## config.mk

```make
export PLATFORM = sky130hd
export DESIGN_NAME = rx_inhibit_ctrl
export DESIGN_NICKNAME = d
export VERILOG_FILES = /design/src/rtl/rxi_pkg.sv /design/src/rtl/rxi_queue.sv /design/src/rtl/rxi_sequencer.sv /design/src/rtl/rxi_err_flag.sv /design/src/rtl/rx_inhibit_ctrl.sv
export SDC_FILE = /design/constraint.sdc
export NUM_CORES = 1
export LEC_CHECK = 0
export BUFFER_PORTS_ARGS = -buffer_cell sky130_fd_sc_hd__buf_2
export CAP_MARGIN = 30
export CORE_ASPECT_RATIO = 2
export CORE_MARGIN = 2
export CORE_UTILIZATION = 30
export DETAILED_ROUTE_END_ITERATION = 16
export PLACE_DENSITY_LB_ADDON = 0.12
export RECOVER_POWER = 25
export SLEW_MARGIN = 20
export SYNTH_ARGS = -nofsm -noshare
export SYNTH_HDL_FRONTEND = slang
export SYNTH_SLANG_ARGS = --single-unit
```

## constraint.sdc

```tcl
create_clock -name clk -period 6.1 [get_ports clk]
set_clock_uncertainty 0.15 [all_clocks]
set_input_delay 1.22 -clock clk [delete_from_list [all_inputs] [get_ports clk]]
set_output_delay 1.22 -clock clk [all_outputs]
set_load 0.1 [all_outputs]
```

## src/rtl/rxi_pkg.sv

```systemverilog
package rxi_pkg;
  typedef enum logic [1:0] {
    SV_IDLE    = 2'd0,
    SV_INHIBIT = 2'd1,
    SV_CHECK   = 2'd2,
    SV_OFFER   = 2'd3
  } svc_state_t;
endpackage

```

## src/rtl/rxi_queue.sv

```systemverilog
module rxi_queue #(
  parameter int W     = 32,
  parameter int DEPTH = 2
) (
  input  logic                         clk,
  input  logic                         rst_n,
  input  logic                         push,
  input  logic [W-1:0]                 din,
  input  logic                         pop,
  output logic [W-1:0]                 dout,
  output logic [$clog2(DEPTH+1)-1:0]   level,
  output logic                         full,
  output logic                         nonempty,
  output logic                         dropped
);
  localparam int AW = (DEPTH > 1) ? $clog2(DEPTH) : 1;
  localparam int CW = $clog2(DEPTH+1);
  localparam logic [AW-1:0] LAST = AW'(DEPTH-1);

  logic [W-1:0]  slots [DEPTH];
  logic [AW-1:0] wp, rp;
  logic          take, give;

  assign full     = (level == CW'(DEPTH));
  assign nonempty = (level != '0);
  assign take     = push && !full;
  assign give     = pop && nonempty;
  assign dropped  = push && full;
  assign dout     = slots[rp];

  always_ff @(posedge clk) begin
    if (!rst_n) begin
      wp    <= '0;
      rp    <= '0;
      level <= '0;
    end else begin
      if (take) begin
        slots[wp] <= din;
        wp        <= (wp == LAST) ? '0 : wp + 1'b1;
      end
      if (give) rp <= (rp == LAST) ? '0 : rp + 1'b1;
      if (take && !give)      level <= level + 1'b1;
      else if (give && !take) level <= level - 1'b1;
    end
  end
endmodule

```

## src/rtl/rxi_sequencer.sv

```systemverilog
module rxi_sequencer
  import rxi_pkg::*;
(
  input  logic       clk,
  input  logic       rst_n,
  input  logic       service_req,
  input  logic       q_nonempty,
  input  logic       q_full,
  input  logic       drain_ready,
  output logic       link_ready,
  output logic       drain_valid,
  output logic       pop,
  output logic       full_seen,
  output svc_state_t state
);
  always_ff @(posedge clk) begin
    if (!rst_n) begin
      state      <= SV_IDLE;
      link_ready <= 1'b0;
    end else begin
      unique case (state)
        SV_IDLE: if (service_req) begin
          link_ready <= 1'b0;
          state      <= SV_INHIBIT;
        end
        SV_INHIBIT: state <= SV_CHECK;
        SV_CHECK: if (q_nonempty) begin
          state <= SV_OFFER;
        end else begin
          link_ready <= 1'b1;
          state      <= SV_IDLE;
        end
        SV_OFFER: if (drain_ready) state <= SV_IDLE;
        default: state <= SV_IDLE;
      endcase
    end
  end

  assign drain_valid = (state == SV_OFFER);
  assign pop         = drain_valid && drain_ready;
  assign full_seen   = (state == SV_CHECK) && q_nonempty && q_full;
endmodule

```

## src/rtl/rxi_err_flag.sv

```systemverilog
module rxi_err_flag (
  input  logic clk,
  input  logic rst_n,
  input  logic set_a,
  input  logic set_b,
  input  logic clr,
  output logic flag
);
  always_ff @(posedge clk) begin
    if (!rst_n) flag <= 1'b0;
    else        flag <= (flag && !clr) || set_a || set_b;
  end
endmodule

```

## src/rtl/rx_inhibit_ctrl.sv

```systemverilog
module rx_inhibit_ctrl
  import rxi_pkg::*;
#(
  parameter int W     = 32,
  parameter int DEPTH = 2
) (
  input  logic         clk,
  input  logic         rst_n,
  input  logic         rx_strobe,
  input  logic [W-1:0] rx_word,
  output logic         link_ready,
  input  logic         service_req,
  output logic         drain_valid,
  output logic [W-1:0] drain_word,
  input  logic         drain_ready,
  output logic         overflow_err,
  input  logic         err_clear
);
  localparam int CW = $clog2(DEPTH+1);

  logic          q_pop, q_full, q_nonempty, q_drop, full_seen;
  logic [CW-1:0] q_level;
  svc_state_t    seq_state;

  rxi_queue #(.W(W), .DEPTH(DEPTH)) queue_i (
    .clk(clk), .rst_n(rst_n), .push(rx_strobe), .din(rx_word),
    .pop(q_pop), .dout(drain_word), .level(q_level), .full(q_full),
    .nonempty(q_nonempty), .dropped(q_drop)
  );

  rxi_sequencer seq_i (
    .clk(clk), .rst_n(rst_n), .service_req(service_req),
    .q_nonempty(q_nonempty), .q_full(q_full), .drain_ready(drain_ready),
    .link_ready(link_ready), .drain_valid(drain_valid), .pop(q_pop),
    .full_seen(full_seen), .state(seq_state)
  );

  rxi_err_flag err_i (
    .clk(clk), .rst_n(rst_n), .set_a(full_seen), .set_b(q_drop),
    .clr(err_clear), .flag(overflow_err)
  );
endmodule

```

==> results.md <==
CTS:
- The worst-skew pair later-pin latency is 320 ps.
- The TritonCTS clock tree is built.
- The number of hold buffers added after CTS was 0.
- The number of setup buffers added after CTS is 0.
- The clock slew seen by the registers of the worst setup and hold paths is 50 ps.
- After clock tree synthesis, the repair step resized 0 gates.
- The clock tree buffer depth is 2.
- TritonCTS created 9 clock buffers.
- The H-tree was split into 3 levels.
- CTS placed an instance of clkbuf_16 at the clock tree root.
- The clock net sink count is 73.

Power:
- The share of total power dissipated in the clock network is 0.433.
- The static leakage is 1.32 nW.
- The register share of total power is 0.437.
- The total power density per cell area is 378 mW/mm2.
- Of the total power, the share spent switching nets is 0.249.
- Across the VDD grid, the largest voltage drop is 0.000192 V.
- The cell-internal power is 1.01 mW.
- The combinational cell fraction of total power is 0.130.
- The analysis attributes to net switching a power of 0.334 mW.

Synthesis:
- Counting every instance in the synthesized netlist gives 145.
- By instance count, the leading cell after synthesis is edfxtp_1.
- In this run the mean area of a mapped cell was 18.8 um2.
- Of the synthesized area, sequential elements account for 0.769.
- The most frequently used flop master after synthesis is edfxtp_1.
- The post-synthesis register bit count is 73.
- By count the netlist is led by edfxtp_1, mux2_2, dfxtp_1.
- The largest area contributor in the synthesized netlist is edfxtp_1.
- The share of Yosys cell area claimed by the top area cell type is 0.703.
- The share of flip-flops with an asynchronous set or reset after synthesis is 0.
- The post-synthesis net count is 184.
- The Yosys step of the flow raised 0 warnings.
- By area the synthesized netlist is led by edfxtp_1, mux2_2, dfxtp_1.
- The cell area that synthesis handed to floorplanning was 0.00273 mm2.
- Yosys mapped a number of flops with a built-in enable equal to 64.
- The number of distinct library cells after synthesis is 27.

Worst setup path:
- The startpoint class of the critical path is a flop.
- The destination of the worst register-to-register timing path is queue_i.slots[1][29].
- Measured in cells, the most critical reg-to-reg path has a length of 3.
- The startpoint identified for the worst register-to-register timing path is queue_i.level[0].
- The type of the setup path with the least slack is reg2out.
- The arrival time at the worst endpoint is 2180 ps.
- In this run the worst path has a maximum fanout of 18.
- The nature of the critical path endpoint is a primary output.
- STA puts the critical path data required time at 4730 ps.
- The setup slack of the most critical reg-to-reg path is 4050 ps.

Floorplanning:
- The number of top-level pins is 73.
- The initial utilization of the core area, before any placement, comes to 0.305.
- The full die area is 0.00993 mm2.
- The width of the die is 71.5 um.
- The placement row count is 49.
- In this run the vertical extent of the chip is 139 um.
- The standard cell core area is 0.00895 mm2.

GRT:
- Entering global routing, the biggest net connects 33 pins.
- The global-route total usage across every layer is 0.113.
- Summed over all layers, the global routing overflow is 0.
- The number of antenna violations at the first check in global routing is 0.
- The number of global-route vias before repair is 1605.
- The wire length of the first global-routing pass is 8050 um.

Detailed routing:
- Once detail routing completed, the nets flagged for antenna violations numbered 0.
- For this block, the via count after detailed routing is 1520.
- The wire length per cell after detailed routing is 16.0 um.
- After detailed routing, the number of vias per cell comes to 4.59.
- The total detailed-routing wirelength is 5300 um.
- The pre-antenna-repair detailed-routing pass consisted of 4 iterations.
- The first routing iteration left 72 violations.
- The detailed-route DRC error count is 0.

Placed design:
- The number of placed cells counting well taps is 316.
- The total half-perimeter wirelength after legalization and detailed placement is 3560 um.
- The number of port buffers is 72.
- At the end of routability-driven placement, the weighted congestion stood at 0.664.

Worst hold path:
- Along the worst hold path, the cell count comes to 2.
- The worst hold path begins at err_i.flag.
- The worst hold path terminates at err_i.flag.
- The class of the most critical hold timing path is reg2reg.

Timing:
- The routed design could run at a clock period as short as 3550 ps.
- The number of pins exceeding their max-slew limit in the final report is 0.
- The number of hold violations in the final report is 0.
- Setup repair after global routing left no endpoint under its margin.
- The final cycle utilization of the critical path is 0.582.
- Setup violations remaining at the end of the flow were counted as 0.
- For the pin with the worst max-slew slack, the measured transition is 831 ps.
- The total negative slack for setup checks is 0 ps.
- Timing would allow up to 0.282 GHz.
- The relative slew slack is 0.446.

Finish:
- The number of nets in the layout is 264.
- Compared with the post-synthesis result, the final layout area differs by 29.7%.
- In the final layout, the share of cells above drive strength 1 is 0.528.
- Once layout is complete, the cells apart from fillers number 331.
- 0 antenna diodes ended up in the layout.

Run status:
- The run finished with clean final reports.

Flow run:
- The tool flagged a number of max-cap violations equal to 0.
state kept, by name (all words and copies together), names as in the netlist, named ones only:
register          flops
err_i.flag            1
queue_i.level         2
queue_i.rp            1
queue_i.slots        64
queue_i.wp            1
seq_i.link_ready      1
seq_i.state           2
cells by family after synthesis:
| logic type | count (synthesis) | synth area share |
|---|---|---|
| AO/OA/AOI/OAI | 12 | 0.0316 |
| XOR/XNOR | 3 | 0.00962 |
| adder cells (fa/ha/maj) | 1 | 0.00458 |
| buffers and inverters | 6 | 0.0124 |
| flip-flops | 73 | 0.769 |
| multiplexers | 32 | 0.132 |
| AND/OR/NAND/NOR | 18 | 0.0408 |
how the worst max path moves through the flow:
stage                     endpoint  slack [ps]  cells past startpoint
2_1_floorplan  queue_i.slots[0][0]         760                      2
3_3_place_gp        drain_word[20]        2850                      3
3_5_place_dp        drain_word[20]        2820                      3
4_1_cts             drain_word[20]        2470                      3
5_1_grt             drain_word[20]        2390                      3
6_report            drain_word[20]        2550                      3
power groups by stage:
stage | Sequential, mW | Clock, mW | Combinational [mW]
2_1_floorplan | 0.598 | 0 | 0.134
6_report | 0.585 | 0.580 | 0.174
3_3_place_gp | 0.595 | 0 | 0.177
4_1_cts | 0.586 | 0.596 | 0.177
3_5_place_dp | 0.596 | 0 | 0.177
5_1_grt | 0.588 | 0.615 | 0.183
worst max-delay path, stage by stage (launching register included):
cell and delay [ps]:
dfxtp_1 760, buf_4 400, mux2_2 380, buf_2 290
cell usage in the layout (no fill, tap or decap):
cell       instances
nand2b_1           1
mux2_2            30
a21boi_0           2
clkinv_2           1
and2_1             4
nor2b_1            1
dfxtp_1            9
clkbuf_1           1
clkbuf_16          9
inv_1              1
nor2_1             3
or3_1              2
bufinv_16          3
mux2_1             2
a21boi_1           2
o2111ai_2          1
ha_1               1
nor4b_2            1
edfxtp_1          64
clkinv_4           1
buf_4              2
and3b_1            1
buf_2             71
nor3_1             2
xnor2_1            2
o21a_1             1
o21ai_0            5
nor2b_2            1
clkinv_1           1
o31a_1             1
nor3b_1            1
xor2_1             1
and3_2             1
per-layer routing:
layer	vias to the layer above	wire length [um]	track usage
met5	-	0	0
met4	0	127	0.0715
met3	8	330	0.0392
met2	50	2890	0.196
met1	742	1950	0.109
li1	720	-	-
stage by stage:
step / hold WS, ps / power, mW / setup slack, ps / util / cell area [um2]
final: 342 / 1.34 / 2550 / 0.396 / 3540
after global routing: 381 / 1.39 / 2390 / 0.396 / 3540
after CTS: 356 / 1.36 / 2470 / 0.396 / 3550
after detailed placement: 347 / 0.773 / 2820 / 0.359 / 3210
after global placement: 325 / 0.772 / 2850 / 0.359 / 3210
after floorplan: 316 / 0.732 / 761 / - / 2730
layout make-up:
| class | count | area, um2 |
|---|---|---|
| Clock inverter | 6 | 108 |
| Clock buffer | 9 | 225 |
| Multi-Input combinational cell | 66 | 604 |
| Sequential cell | 73 | 2100 |
| Tap cell | 102 | 128 |
| Fill cell | 850 | 5410 |
| Timing Repair Buffer | 74 | 374 |
| Inverter | 1 | 3.75 |
Power figures use the tool's default switching activity.
